===== config.mk =====
export PLATFORM = sky130hd
export DESIGN_NAME = pstage_guard
export DESIGN_NICKNAME = d
export VERILOG_FILES = /design/src/rtl/pstg_pkg.sv /design/src/rtl/pstg_busctl.sv /design/src/rtl/pstg_core.sv /design/src/rtl/pstage_guard.sv
export SDC_FILE = /design/constraint.sdc
export NUM_CORES = 1
export LEC_CHECK = 0
export ABC_CLOCK_PERIOD_IN_PS = 3600
export BUFFER_PORTS_ARGS = -buffer_cell sky130_fd_sc_hd__buf_4
export CAP_MARGIN = 0
export CORE_MARGIN = 4
export CORE_UTILIZATION = 44
export CTS_BUF_LIST = sky130_fd_sc_hd__clkbuf_4 sky130_fd_sc_hd__clkbuf_8 sky130_fd_sc_hd__clkbuf_16
export CTS_CLUSTER_DIAMETER = 30
export DETAILED_ROUTE_END_ITERATION = 12
export GPL_ROUTABILITY_DRIVEN = 0
export PLACE_DENSITY = 0.82
export SYNTH_ARGS = -nofsm -noshare
export SYNTH_HDL_FRONTEND = slang
export SYNTH_HIERARCHICAL = 1
export SYNTH_SLANG_ARGS = --single-unit
export TNS_END_PERCENT = 1

===== constraint.sdc =====
create_clock -name clk -period 3.6 [get_ports clk]
set_clock_uncertainty 0.1 [all_clocks]
set_input_delay 0.36 -clock clk [delete_from_list [all_inputs] [get_ports clk]]
set_output_delay 0.36 -clock clk [all_outputs]
set_load 0.01 [all_outputs]

===== src/rtl/pstg_pkg.sv =====
package pstg_pkg;
  localparam int DATA_W = 8;
  localparam int PSON_BIT  = 7;
  localparam int STOP_BIT  = 6;
  localparam int SLEEP_BIT = 5;
  localparam int LTD_BIT   = 4;
  localparam int HTD_BIT   = 3;
  localparam int VFD_BIT   = 2;
  localparam int SUP_FLAG_BIT = 7;
  // bits kept in the control register
  localparam logic [DATA_W-1:0] CTRL_KEEP_MASK = 8'h9F;
  // bits that must be clear for a mode command to run
  localparam logic [DATA_W-1:0] CMD_GUARD_MASK = 8'h9C;

  typedef struct packed {
    logic ctrlWr;
    logic statWr;
    logic ctrlRd;
    logic statRd;
    logic stopCmd;
    logic sleepCmd;
  } busStrobe_t;
endpackage


===== src/rtl/pstg_busctl.sv =====
module pstg_busctl
  import pstg_pkg::*;
#(
  parameter int ADDR_W    = 3,
  parameter int CTRL_ADDR = 0,
  parameter int STAT_ADDR = 4
) (
  input  logic [ADDR_W-1:0] busAddr,
  input  logic              busWr,
  input  logic              busRd,
  input  logic [DATA_W-1:0] busWdata,
  input  logic              irqIn,
  output busStrobe_t        strb
);
  localparam logic [ADDR_W-1:0] CTRL_A = ADDR_W'(CTRL_ADDR);
  localparam logic [ADDR_W-1:0] STAT_A = ADDR_W'(STAT_ADDR);

  logic hitCtrl, hitStat, guardClear, cmdOk;

  always_comb begin
    hitCtrl    = (busAddr == CTRL_A);
    hitStat    = (busAddr == STAT_A);
    guardClear = ((busWdata & CMD_GUARD_MASK) == '0);
    cmdOk      = busWr && hitCtrl && guardClear && !irqIn;

    strb.ctrlWr   = busWr && hitCtrl;
    strb.statWr   = busWr && hitStat;
    strb.ctrlRd   = busRd && hitCtrl;
    strb.statRd   = busRd && hitStat;
    strb.stopCmd  = cmdOk && busWdata[STOP_BIT];
    strb.sleepCmd = cmdOk && busWdata[SLEEP_BIT] && !busWdata[STOP_BIT];
  end
endmodule


===== src/rtl/pstg_core.sv =====
module pstg_core
  import pstg_pkg::*;
#(
  parameter int NUM_HS = 3,
  parameter int NUM_HB = 4
) (
  input  logic              clk,
  input  logic              rstN,
  input  busStrobe_t        strb,
  input  logic [DATA_W-1:0] busWdata,
  input  logic [NUM_HS-1:0] hsOcIn,
  input  logic              supOcIn,
  input  logic              htiIn,
  input  logic              lviIn,
  input  logic              hviIn,
  output logic [DATA_W-1:0] busRdata,
  output logic [NUM_HS-1:0] hsEn,
  output logic [NUM_HB-1:0] hbHighEn,
  output logic [NUM_HB-1:0] hbLowEn,
  output logic              supEn,
  output logic              stopReq,
  output logic              sleepReq,
  output logic [DATA_W-1:0] ctrlQ,
  output logic [NUM_HS-1:0] hsFlagQ,
  output logic              supFlagQ
);
  logic [DATA_W-1:0] statView;
  logic powerOn, voltKill, hotHighKill, hotLowKill;

  always_ff @(posedge clk) begin
    if (!rstN) begin
      ctrlQ    <= '0;
      supFlagQ <= 1'b0;
      stopReq  <= 1'b0;
      sleepReq <= 1'b0;
    end else begin
      if (strb.ctrlWr) ctrlQ <= busWdata & CTRL_KEEP_MASK;
      supFlagQ <= supOcIn | (supFlagQ & ~(strb.statWr & busWdata[SUP_FLAG_BIT]));
      stopReq  <= strb.stopCmd;
      sleepReq <= strb.sleepCmd;
    end
  end

  for (genvar i = 0; i < NUM_HS; i++) begin : g_hsFlag
    always_ff @(posedge clk) begin
      if (!rstN) hsFlagQ[i] <= 1'b0;
      else       hsFlagQ[i] <= hsOcIn[i] | (hsFlagQ[i] & ~(strb.statWr & busWdata[i]));
    end
  end

  always_comb begin
    statView = '0;
    statView[NUM_HS-1:0]   = hsFlagQ;
    statView[SUP_FLAG_BIT] = supFlagQ;
    if (strb.ctrlRd)      busRdata = ctrlQ;
    else if (strb.statRd) busRdata = statView;
    else                  busRdata = '0;
  end

  always_comb begin
    powerOn     = ctrlQ[PSON_BIT];
    voltKill    = (lviIn | hviIn) & ~ctrlQ[VFD_BIT];
    hotHighKill = htiIn & ~ctrlQ[HTD_BIT];
    hotLowKill  = htiIn & ~ctrlQ[LTD_BIT];
    supEn       = powerOn & ~voltKill & ~supFlagQ;
  end

  for (genvar i = 0; i < NUM_HS; i++) begin : g_hsEn
    assign hsEn[i] = powerOn & ~voltKill & ~hotHighKill & ~hsFlagQ[i];
  end

  for (genvar j = 0; j < NUM_HB; j++) begin : g_hbEn
    assign hbHighEn[j] = powerOn & ~voltKill & ~hotHighKill;
    assign hbLowEn[j]  = powerOn & ~voltKill & ~hotLowKill;
  end
endmodule


===== src/rtl/pstage_guard.sv =====
module pstage_guard
  import pstg_pkg::*;
#(
  parameter int NUM_HS    = 3,
  parameter int NUM_HB    = 4,
  parameter int ADDR_W    = 3,
  parameter int CTRL_ADDR = 0,
  parameter int STAT_ADDR = 4
) (
  input  logic              clk,
  input  logic              rstN,
  input  logic [ADDR_W-1:0] busAddr,
  input  logic              busWr,
  input  logic              busRd,
  input  logic [7:0]        busWdata,
  output logic [7:0]        busRdata,
  input  logic [NUM_HS-1:0] hsOcIn,
  input  logic              supOcIn,
  input  logic              htiIn,
  input  logic              lviIn,
  input  logic              hviIn,
  input  logic              irqIn,
  output logic [NUM_HS-1:0] hsEn,
  output logic [NUM_HB-1:0] hbHighEn,
  output logic [NUM_HB-1:0] hbLowEn,
  output logic              supEn,
  output logic              stopReq,
  output logic              sleepReq
);
  busStrobe_t        strb;
  logic [DATA_W-1:0] ctrlQ;
  logic [NUM_HS-1:0] hsFlagQ;
  logic              supFlagQ;

  pstg_busctl #(
    .ADDR_W(ADDR_W), .CTRL_ADDR(CTRL_ADDR), .STAT_ADDR(STAT_ADDR)
  ) u_busctl (
    .busAddr(busAddr), .busWr(busWr), .busRd(busRd),
    .busWdata(busWdata), .irqIn(irqIn), .strb(strb)
  );

  pstg_core #(.NUM_HS(NUM_HS), .NUM_HB(NUM_HB)) u_core (
    .clk(clk), .rstN(rstN), .strb(strb), .busWdata(busWdata),
    .hsOcIn(hsOcIn), .supOcIn(supOcIn), .htiIn(htiIn),
    .lviIn(lviIn), .hviIn(hviIn), .busRdata(busRdata),
    .hsEn(hsEn), .hbHighEn(hbHighEn), .hbLowEn(hbLowEn), .supEn(supEn),
    .stopReq(stopReq), .sleepReq(sleepReq),
    .ctrlQ(ctrlQ), .hsFlagQ(hsFlagQ), .supFlagQ(supFlagQ)
  );
endmodule


; Word-level counts from Yosys, hierarchy flattened
; Index checks and enable logic that the tools add are counted.
[classes]
n_reduce_logical = 13
eq_ne = 1
n_mux = 2
bitwise = 37
[ops]
columns = operator, count
row1 = 1-bit AND, 18
row2 = 8-bit two-way mux, 2
row3 = 1-bit NOT, 14
row4 = 1-bit logical AND, 9
row5 = 8-bit logical NOT, 1
row6 = 1-bit OR, 5
row7 = 3-bit == test (second input constant), 1
row8 = 3-bit logical NOT, 1
row9 = 1-bit logical NOT, 2
[word_totals]
out_inout_bits = 22
elab_cells = 60
inputBits = 23
register_bits = 12

; Longest topological paths before layout
; Gate-level depths: netlist of run 1.
[depth]
depth_word = 6
ltp_mapped = 5

; Hierarchy
; The synthesis of run 1 kept the hierarchy.
[by_module_without_submodules]
columns = module, area_per_inst_um2, cells_per_inst, n_inst
row1 = pstg_core, 653.1, 67, 1
row2 = pstg_busctl, 81.3, 12, 1

; Worst setup path before layout of run 1
; OpenSTA, ideal clock, no wires.
[synth_timing]
kind = input-to-output
start = input port hviIn
end = output port hbHighEn[1]
stages = 3
t_arrival_ns = 1.305
required_ns = 3.140
setup_slack_ns = 1.835
n_path_buf = 1
path_cell_list = o21ba_4 -> nor3b_1 -> buf_4
[synth_between]
elab_chain_len = 5
[synth_lines]
columns = item, line
row1 = start: declaration, pstage_guard.sv:21  ; input logic hviIn,
row2 = 1-bit OR, pstg_core.sv:62  ; voltKill = (lviIn | hviIn) & ~ctrlQ[VFD_BIT];
row3 = 1-bit AND, pstg_core.sv:62
row4 = 1-bit NOT, -
row5 = 1-bit AND (2 in series), -
row6 = end: declaration, pstage_guard.sv:24  ; output logic [NUM_HB-1:0] hbHighEn,
; Every way passes these cells.

; Worst setup path after layout of run 1
[layout_timing]
start = register u_core.ctrlQ[3]
end = output port hbHighEn[2]
[layout_between]
elab_chain_len = 4
[layout_lines]
columns = item, line
row1 = start: declaration, pstg_core.sv:23  ; output logic [DATA_W-1:0] ctrlQ,
row2 = start signal: assignment, pstg_core.sv:37  ; if (strb.ctrlWr) ctrlQ <= busWdata & CTRL_KEEP_MASK;
row3 = 1-bit NOT, pstg_core.sv:63  ; hotHighKill = htiIn & ~ctrlQ[HTD_BIT];
row4 = 1-bit AND, pstg_core.sv:63
row5 = 1-bit NOT, pstg_core.sv:73  ; assign hbHighEn[j] = powerOn & ~voltKill & ~hotHighKill;
row6 = 1-bit AND, pstg_core.sv:73
; Every way passes these cells.

==> results of run 1 <==
==> cell type report <==
class,instances,share of cell area
Clock buffer,3,0.0223
Inverter,6,0.0223
Multi-Input combinational cell,50,0.385
Sequential cell,12,0.238
Tap cell,16,0.0199
Timing Repair Buffer,42,0.313
==> routing by layer <==
layer	GRT usage	vias up	share of wire	wire length (um)
li1	-	333	-	-
met1	0.155	307	0.39	685
met2	0.254	34	0.50	878
met3	0.0491	0	0.10	177
met4	0.0415	0	0	0
met5	0	-	0	0
==> stage by stage <==
step | worst slack (ps) | power, mW | hold WS (ps)
final | 1680 | 0.268 | 183
after global routing | 1560 | 0.284 | 173
after CTS | 1640 | 0.273 | 171
after detailed placement | 1760 | 0.191 | 422
after global placement | 1780 | 0.189 | 405
after floorplan | 1840 | 0.166 | 360
==> worst register-to-register path: cells and delay by family, from the launching register on <==
family         cells  cell delay (ps)
flip-flops         1              390
AO/OA/AOI/OAI      2              260
==> placed cells by master, fill, tap and decap left out, drive strengths merged <==
cell type and instances:
buf 42, dfxtp 12, nor2b 8, inv 6
mux2i 6, and2 5, a22o 4, o21ai 4
a31oi 4, clkbuf 3, nor3b 3, nor4b 3
and3 2, conb 2, nor4 2, nor2 1
nor3 1, or4b 1, or4 1, nand2b 1
o21ba 1, and2b 1
==> power by group <==
| part | total, mW | switching [mW] | internal [mW] |
|---|---|---|---|
| Clock | 0.0806 | 0.0419 | 0.0386 |
| Sequential | 0.142 | 0.00455 | 0.137 |
| Combinational | 0.0459 | 0.0192 | 0.0267 |
| Total | 0.268 | 0.0657 | 0.203 |
==> how the worst min path moves through the flow <==
stage | depth (start not counted) | startpoint | endpoint
finish | 2 | busWdata[7] | u_core/supFlagQ$_SDFF_PN0_
global route | 2 | busWdata[7] | u_core/supFlagQ$_SDFF_PN0_
CTS | 2 | busWdata[7] | u_core/supFlagQ$_SDFF_PN0_
detailed placement | 2 | u_core/ctrlQ[1]$_SDFFE_PN0P_ | u_core/ctrlQ[1]$_SDFFE_PN0P_
global placement | 2 | u_core/ctrlQ[0]$_SDFFE_PN0P_ | u_core/ctrlQ[0]$_SDFFE_PN0P_
floorplan | 1 | busWdata[0] | u_core/hsFlagQ[0]$_SDFF_PN0_
==> sequential cells by signal, summed over array words and instances, names as in the netlist <==
| register | count |
|---|---|
| u_core/sleepReq | 1 |
| u_core/stopReq | 1 |
| u_core/hsFlagQ | 3 |
| u_core/supFlagQ | 1 |
| u_core/ctrlQ | 6 |
==> flow_metrics.env, run 1 <==
export IMPL_critPathBufInv=1
export IMPL_cts_setup_buffers=0
export IMPL_slew_viol_final=0
export IMPL_power_density_nw_per_um2=266
export IMPL_vias_per_cell=5.22
export IMPL_multi_input_area_um2=388
export IMPL_min_period_over_period=0.535
export IMPL_start_util=0.472
export IMPL_reg2reg_slack_ps=2780
export IMPL_path_class="flip-flop to primary output"
export IMPL_wl_per_cell_um=13.5
export IMPL_fin_crit_ps=1920
export IMPL_clock_fmax_ghz=0.520
export IMPL_cts_resized=0
export IMPL_root_buffer="clkbuf_4"
export IMPL_syn_area_per_cell_um2=9.34
export IMPL_postPlaceCellArea_um2=986
export IMPL_cp_num_cells=3
export IMPL_core_area_um2=1520
export IMPL_p_leak_nw=0.469
export IMPL_cp_data_required_time_ps=3140
export IMPL_outcome="finished, final reports clean"
export IMPL_first_pass_iters=4
export IMPL_regToRegStartpoint="u_core/hsFlagQ[0]$_SDFF_PN0_"
export IMPL_nFillCells=134
export IMPL_stdcell_area_um2=1010
export IMPL_maxCapViolCount=0
export IMPL_grt_overflow=0
export IMPL_cts_path_max_buffers=2
export IMPL_crit_start="u_core/ctrlQ[3]$_SDFFE_PN0P_"
export IMPL_hold_class="input pin to flip-flop"
export IMPL_clock_sinks=12
export IMPL_rsz0062_at_grt="false"
export IMPL_syn_to_final_growth_pct=40.2
export IMPL_cp_slowest_stage_delay_ps=400
export IMPL_grt_pass1_vias=658
export IMPL_cp_cell_sequence="and2b_1 > nor3b_1 > buf_4"
export IMPL_synth_warnings=6
export IMPL_slowest_stage="nor3b_1"
export IMPL_worstSetupStartpointType="flip-flop"
export IMPL_ctsHoldBuffers=0
export IMPL_dpl_hpwl_mm=1.44
export IMPL_ant_nets=0
export IMPL_setup_worst_path_end_class="primary output"
export IMPL_first_iter_violations=10
export IMPL_htreeDepth=1
export IMPL_drc=0
export IMPL_fp_dieW_um=48.4
export IMPL_grt_first_pass_wirelength_mm=2.77
export IMPL_finalWirelength_mm=1.74
export IMPL_path_delay_family="simple AND/OR/NAND/NOR gates"
export IMPL_drive_gt1_frac=0.451
export IMPL_io_buffers=42
export IMPL_path_max_fanout=4
export IMPL_path_clk_slew_ps=70
export IMPL_finalSetupTns_ps=0
export IMPL_register_area_um2=240
export IMPL_netlist_instances=77
export IMPL_stdcell_count=129
export IMPL_reg2reg_to="u_core/hsFlagQ[0]$_SDFF_PN0_"
export IMPL_irDropWorstVdd_uv=161
export IMPL_post_route_util=0.662
export IMPL_grt_max_degree=13
export IMPL_die_area_um2=2350
export IMPL_nets=138
export IMPL_num_vias=674
export IMPL_post_place_cells=126
export IMPL_syn_area_um2=719
export IMPL_die_height_um=48.4
export IMPL_grtUsageTotal=0.142
export IMPL_clock_latency_ps=260
export IMPL_io_pins=45
export IMPL_tritoncts="done"
export IMPL_cp_data_arrival_time_ps=1460
export IMPL_hold_viol_final=0
export IMPL_rows=14
export IMPL_crit_end="hbHighEn[2]"
export IMPL_antenna_cells=0
export IMPL_antenna_found_initial=0
export IMPL_r2r_cells=2
export IMPL_setup_violations_final=0
export IMPL_numCtsBuffers=3
Power figures use the tool's default switching activity.
==> run 2, diff against run 1 <==
ABC_CLOCK_PERIOD_IN_PS = 1600   (was 3600)
CORE_UTILIZATION = 37   (was 44)
PLACE_DENSITY = 0.73   (was 0.82)
clock period = 1.6 ns   (was 3.6 ns; I/O delays follow)
==> run 2 against run 1 <==
Against the previous run: first-iteration DRC count down 40%; final cell count increased by 12%; combinational power increased to 2.5 times the previous value; worst setup slack lost 1600 ps; design area increased by 9.8%; sequential share of layout area decreased by 1.9 points; sequential power grew 130%; clock power rose to 3.0 times the previous value; clock-buffer cell count up 1; total power increased to 2.5 times the previous value; highest routed layer unchanged.
==> flow_metrics.env, run 2 (synthesized netlist as in run 1, its figures left out) <==
export IMPL_rsz0062_at_grt="true"
export IMPL_cts_path_max_buffers=2
export IMPL_antenna_cells=0
export IMPL_slew_viol_final=0
export IMPL_switching_power_mw=0.162
export IMPL_grt_overflow=0
export IMPL_path_class="flip-flop to primary output"
export IMPL_irDropWorstVdd_uv=471
export IMPL_tritoncts="done"
export IMPL_clock_sinks=12
export IMPL_ant_nets=0
export IMPL_power_density_nw_per_um2=612
export IMPL_die_height_um=52.1
export IMPL_p_clk_frac=0.356
export IMPL_fin_crit_ps=1520
export IMPL_syn_to_final_growth_pct=53.9
export IMPL_clock_latency_ps=270
export IMPL_drive_gt1_frac=0.487
export IMPL_largest_register="u_core/ctrlQ"
export IMPL_outcome="finished, final reports clean"
export IMPL_grt_pass1_vias=699
export IMPL_core_area_um2=1780
export IMPL_mostFrequentLayoutCells="43 x buf_4, 10 x dfxtp_1, 8 x nor2b_1"
export IMPL_io_buffers=42
export IMPL_setup_worst_path_end_class="primary output"
export IMPL_cp_data_arrival_time_ps=1260
export IMPL_maxCapViolCount=0
export IMPL_hold_class="input pin to flip-flop"
export IMPL_top_regs="u_core/ctrlQ: 6 flops, u_core/hsFlagQ: 3 flops"
export IMPL_grtUsageTotal=0.151
export IMPL_finalSetupTns_ps=0
export IMPL_root_buffer="clkbuf_4"
export IMPL_dp_slack_ps=-9.49
export IMPL_min_period_over_period=0.951
export IMPL_final_common_cell="buf_4"
export IMPL_clock_fmax_ghz=0.657
export IMPL_nFillCells=173
export IMPL_seqPwrFrac=0.472
export IMPL_first_iter_violations=6
export IMPL_pwr_share_comb=0.172
export IMPL_antenna_found_initial=0
export IMPL_path_clk_slew_ps=80
export IMPL_fp_dieW_um=52.1
export IMPL_p_int_mw=0.516
export IMPL_holdWs_ps=53.7
export IMPL_drc=0
export IMPL_num_vias=705
export IMPL_path_max_fanout=4
export IMPL_switching_share=0.239
export IMPL_postPlaceCellArea_um2=1000
export IMPL_nets=143
export IMPL_finalWorstSetupSlack_ps=79.0
export IMPL_numCtsBuffers=3
export IMPL_htreeDepth=1
export IMPL_vias_per_cell=4.90
export IMPL_rows=15
export IMPL_stdcell_area_um2=1110
export IMPL_io_pins=45
export IMPL_finalWirelength_mm=1.86
export IMPL_setup_violations_final=0
export IMPL_largest_register_ff_count=6
export IMPL_wl_per_cell_um=12.9
export IMPL_cp_data_required_time_ps=1340
export IMPL_first_pass_iters=5
export IMPL_grt_max_degree=13
export IMPL_start_util=0.404
export IMPL_p_leak_nw=0.514
export IMPL_post_place_cells=136
export IMPL_die_area_um2=2710
export IMPL_register_area_um2=243
export IMPL_worstSetupStartpointType="flip-flop"
export IMPL_stdcell_count=144
export IMPL_multi_input_area_um2=412
export IMPL_grt_first_pass_wirelength_mm=3.04
export IMPL_hold_viol_final=0
==> run 2: changes by cell type in the layout (fill, tap and decap cells not counted), sizes merged <==
cell,delta
dlygate4sd3,+4
buf,+1
clkbuf,+1
==> run 2: through the flow <==
stage | util | power [mW]
finish | 0.621 | 0.678
global route | 0.621 | 0.717
CTS | 0.612 | 0.678
detailed placement | 0.564 | 0.431
global placement | 0.564 | 0.428
floorplan | - | 0.373
==> run 2: area by class of cell <==
type | count | area share
Sequential cell | 12 | 0.219
Clock buffer | 4 | 0.0328
Multi-Input combinational cell | 50 | 0.372
Timing Repair Buffer | 47 | 0.328
Tap cell | 25 | 0.0282
Inverter | 6 | 0.0203
==> run 2: path summary, 6_finish.rpt <==
path,startpoint,to,slack [ps],cells after the start
setup / recovery,u_core/ctrlQ[3]$_SDFFE_PN0P_,hbHighEn[0],80,3
hold / removal,hsOcIn[0],u_core/hsFlagQ[0]$_SDFF_PN0_,50,3
setup reg to reg,u_core/ctrlQ[7]$_SDFFE_PN0P_,u_core/ctrlQ[7]$_SDFFE_PN0P_,760,2
hold reg to reg,u_core/ctrlQ[3]$_SDFFE_PN0P_,u_core/ctrlQ[3]$_SDFFE_PN0P_,440,2
==> run 2: power groups by stage <==
stage / Sequential (mW) / Combinational (mW) / Clock (mW)
4_1_cts: 0.319 / 0.114 / 0.245
5_1_grt: 0.322 / 0.128 / 0.267
3_3_place_gp: 0.326 / 0.102 / 0
6_report: 0.320 / 0.117 / 0.241
3_5_place_dp: 0.326 / 0.104 / 0
2_1_floorplan: 0.323 / 0.0504 / 0
==> run 2: critical path, cell delays in order (launching register included) <==
cell,delay (ps)
dfxtp_2,340
and2b_2,260
nor3b_4,230
buf_4,160
==> run 2: metal layers <==
layer  part of all wire  vias up  track usage  routed length, um
met5                  0        -            0                  0
met4                  0        0       0.0480                  0
met3              0.095        0       0.0315                177
li1                   -      344            -                  -
met2               0.52       35        0.280                967
met1               0.38      326        0.167                714
==> run 2: timing repair <==
item	CTS	global route
hold buffers	4	0
gates resized for setup	2	5
cloned	0	0
buffers inserted	0	0
endpoints found under the hold margin	4	0
endpoints found under the setup margin	8	11
==> run 3, diff against run 2 <==
CELL_PAD_IN_SITES_DETAIL_PLACEMENT = 0   (was default)
CELL_PAD_IN_SITES_GLOBAL_PLACEMENT = 1   (was default)
CORE_UTILIZATION = 26   (was 37)
PLACE_DENSITY = default   (was 0.73)
PLACE_DENSITY_LB_ADDON = 0.1   (was default)
RECOVER_POWER = 100   (was default)
SYNTH_HIERARCHICAL = default   (was 1)
==> run 3 against run 2 <==
Against the previous run: first-iteration DRC count rose to 3.3 times the previous value; area after synthesis rose by 2.8%; design area fell by 2.8%; global-route usage fell by 4.3 points; core utilization fell by 23 points; final cell count rose by 8.3%; via count fell by 0.14%; largest power group unchanged.
==> flow_metrics.env, run 3 <==
export IMPL_outcome="finished, final reports clean"
export IMPL_io_pins=45
export IMPL_antenna_cells=0
export IMPL_drive_gt1_frac=0.376
export IMPL_top_regs="u_core.ctrlQ: 6 flops, u_core.hsFlagQ: 3 flops"
export IMPL_hold_start="busWdata[6]"
export IMPL_wl_per_cell_um=12.3
export IMPL_drc=0
export IMPL_cts_setup_buffers=0
export IMPL_grt_overflow=0
export IMPL_rsz0062_at_grt="true"
export IMPL_grt_pass1_vias=682
export IMPL_ys_flop_type="dfxtp_1"
export IMPL_path_max_fanout=6
export IMPL_path_class="flip-flop to primary output"
export IMPL_r2r_cells=2
export IMPL_largest_register_ff_count=6
export IMPL_first_iter_violations=20
export IMPL_htreeDepth=1
export IMPL_hold_class="input pin to flip-flop"
export IMPL_power_density_nw_per_um2=628
export IMPL_die_height_um=61.3
export IMPL_rows=19
export IMPL_maxCapViolCount=0
export IMPL_core_area_um2=2730
export IMPL_start_util=0.270
export IMPL_slew_viol_final=0
export IMPL_holdWs_ps=37.8
export IMPL_dp_slack_ps=91.4
export IMPL_reg2reg_slack_ps=760
export IMPL_mostFrequentLayoutCells="28 x buf_4, 12 x nand2_1, 12 x clkbuf_1, 12 x dfxtp_1, 10 x mux2i_1"
export IMPL_power_mw=0.676
export IMPL_p_leak_nw=0.448
export IMPL_num_vias=704
export IMPL_grtUsageTotal=0.107
export IMPL_setup_worst_path_end_class="primary output"
export IMPL_post_route_util=0.394
export IMPL_clock_fmax_ghz=0.652
export IMPL_slowest_stage="dfxtp_1"
export IMPL_async_flop_share=0
export IMPL_path_clk_slew_ps=70
export IMPL_cp_data_required_time_ps=1340
export IMPL_cp_data_arrival_time_ps=1270
export IMPL_final_common_cell="buf_4"
export IMPL_crit_start="u_core.ctrlQ[2]$_SDFFE_PN0P_"
export IMPL_syn_area_um2=739
export IMPL_tritoncts="done"
export IMPL_synth_common_cells="12 x dfxtp_1, 12 x nand2_1, 10 x mux2i_1"
export IMPL_cp_slowest_stage_delay_ps=350
export IMPL_regToRegStartpoint="u_core.hsFlagQ[1]$_SDFF_PN0_"
export IMPL_yosys_register_bits=12
export IMPL_root_buffer="clkbuf_4"
export IMPL_yosysTopAreaCellShare=0.325
export IMPL_path_delay_family="flip-flops"
export IMPL_ant_nets=0
export IMPL_seq_area_frac_synth=0.325
export IMPL_clock_sinks=12
export IMPL_fin_crit_ps=1530
export IMPL_reg2reg_to="u_core.hsFlagQ[1]$_SDFF_PN0_"
export IMPL_finalWirelength_mm=1.91
export IMPL_io_buffers=42
export IMPL_grt_first_pass_wirelength_mm=2.93
export IMPL_hold_viol_final=0
export IMPL_fp_dieW_um=61.3
export IMPL_synth_top_area_cell="dfxtp_1"
export IMPL_finalWorstSetupSlack_ps=66.2
export IMPL_min_period_over_period=0.959
export IMPL_vias_per_cell=4.51
export IMPL_irDropWorstVdd_uv=313
export IMPL_critPathBufInv=1
export IMPL_antenna_found_initial=0
export IMPL_netlist_instances=83
export IMPL_synth_edf_count=0
export IMPL_largest_register="u_core.ctrlQ"
export IMPL_cp_cell_sequence="o21ba_4 > nor4b_1 > buf_4"
export IMPL_worstSetupStartpointType="flip-flop"
export IMPL_hold_path_depth=3
export IMPL_first_pass_iters=4
export IMPL_ys_top_cells_by_area="dfxtp_1 32%, mux2i_1 14%, buf_4 8.1%"
export IMPL_numCtsBuffers=3
export IMPL_synth_cell_type_count=23
export IMPL_worstHoldEndpoint="u_core.stopReq$_SDFF_PN0_"
export IMPL_die_area_um2=3760
export IMPL_grt_max_degree=17
export IMPL_cts_path_max_buffers=2
export IMPL_dpl_hpwl_mm=1.55
export IMPL_setup_violations_final=0
export IMPL_syn_to_final_growth_pct=45.5
export IMPL_clock_latency_ps=260
export IMPL_syn_area_per_cell_um2=8.91
export IMPL_synth_warnings=0
export IMPL_nets=149
[run 3: worst reg2reg max path: stages, from the launching register on]
cell and delay (ps):
dfxtp_1 410, o21ai_0 110, a31oi_1 150
[run 3: report_power, final]
group          internal, mW  switching (mW)  leakage, nW
clock network         0.138          0.0968       0.0210
registers             0.309         0.00966       0.0982
logic                0.0676          0.0545        0.329
[run 3: final cells by class]
class,instances,area (um^2)
inverter,5,18.8
sequential,12,240
timing repair buffer,48,323
clock buffer,4,36.3
multi-input combinational,56,419
tap,31,38.8
fill,305,1660
[run 3: what timing repair did]
item,in CTS,in global routing
hold buffers,4,0
setup endpoints to repair,8,11
gates resized for setup,0,5
hold endpoints to repair,4,0
[run 3: logic make-up (layout without fill, tap and decap cells)]
kind of cell / Yosys count / in the layout / share of synthesized area
flops: 12 / 12 / 0.325
mux: 10 / 10 / 0.135
simple gates: 35 / 35 / 0.328
other cells: 1 / 2 / 0.00507
compound gates: 9 / 9 / 0.0744
buf+inv: 16 / 57 / 0.132
[run 3: worst max path at each step]
| stage | to | slack (ps) | cells after the start |
|---|---|---|---|
| after floorplan | hbHighEn[1] | 120 | 3 |
| after global placement | busRdata[3] | 130 | 4 |
| after detailed placement | busRdata[3] | 90 | 4 |
| after CTS | hbHighEn[2] | -90 | 3 |
| after global routing | hbLowEn[3] | -8 | 3 |
| final | hsEn[2] | 70 | 3 |
[run 3: through the flow]
stage	setup TNS, ps	area [um^2]	std cells
2_1_floorplan	0	743	84
3_3_place_gp	0	1030	148
3_5_place_dp	0	1030	148
4_1_cts	-707	1110	156
5_1_grt	-46.5	1080	156
6_report	0	1080	156
[run 3: routing by layer]
layer	track usage	vias to the layer above	routed length, um
met1	0.129	316	828
met5	0	-	0
met2	0.181	24	901
li1	-	362	-
met4	0.0545	0	16
met3	0.0210	2	165
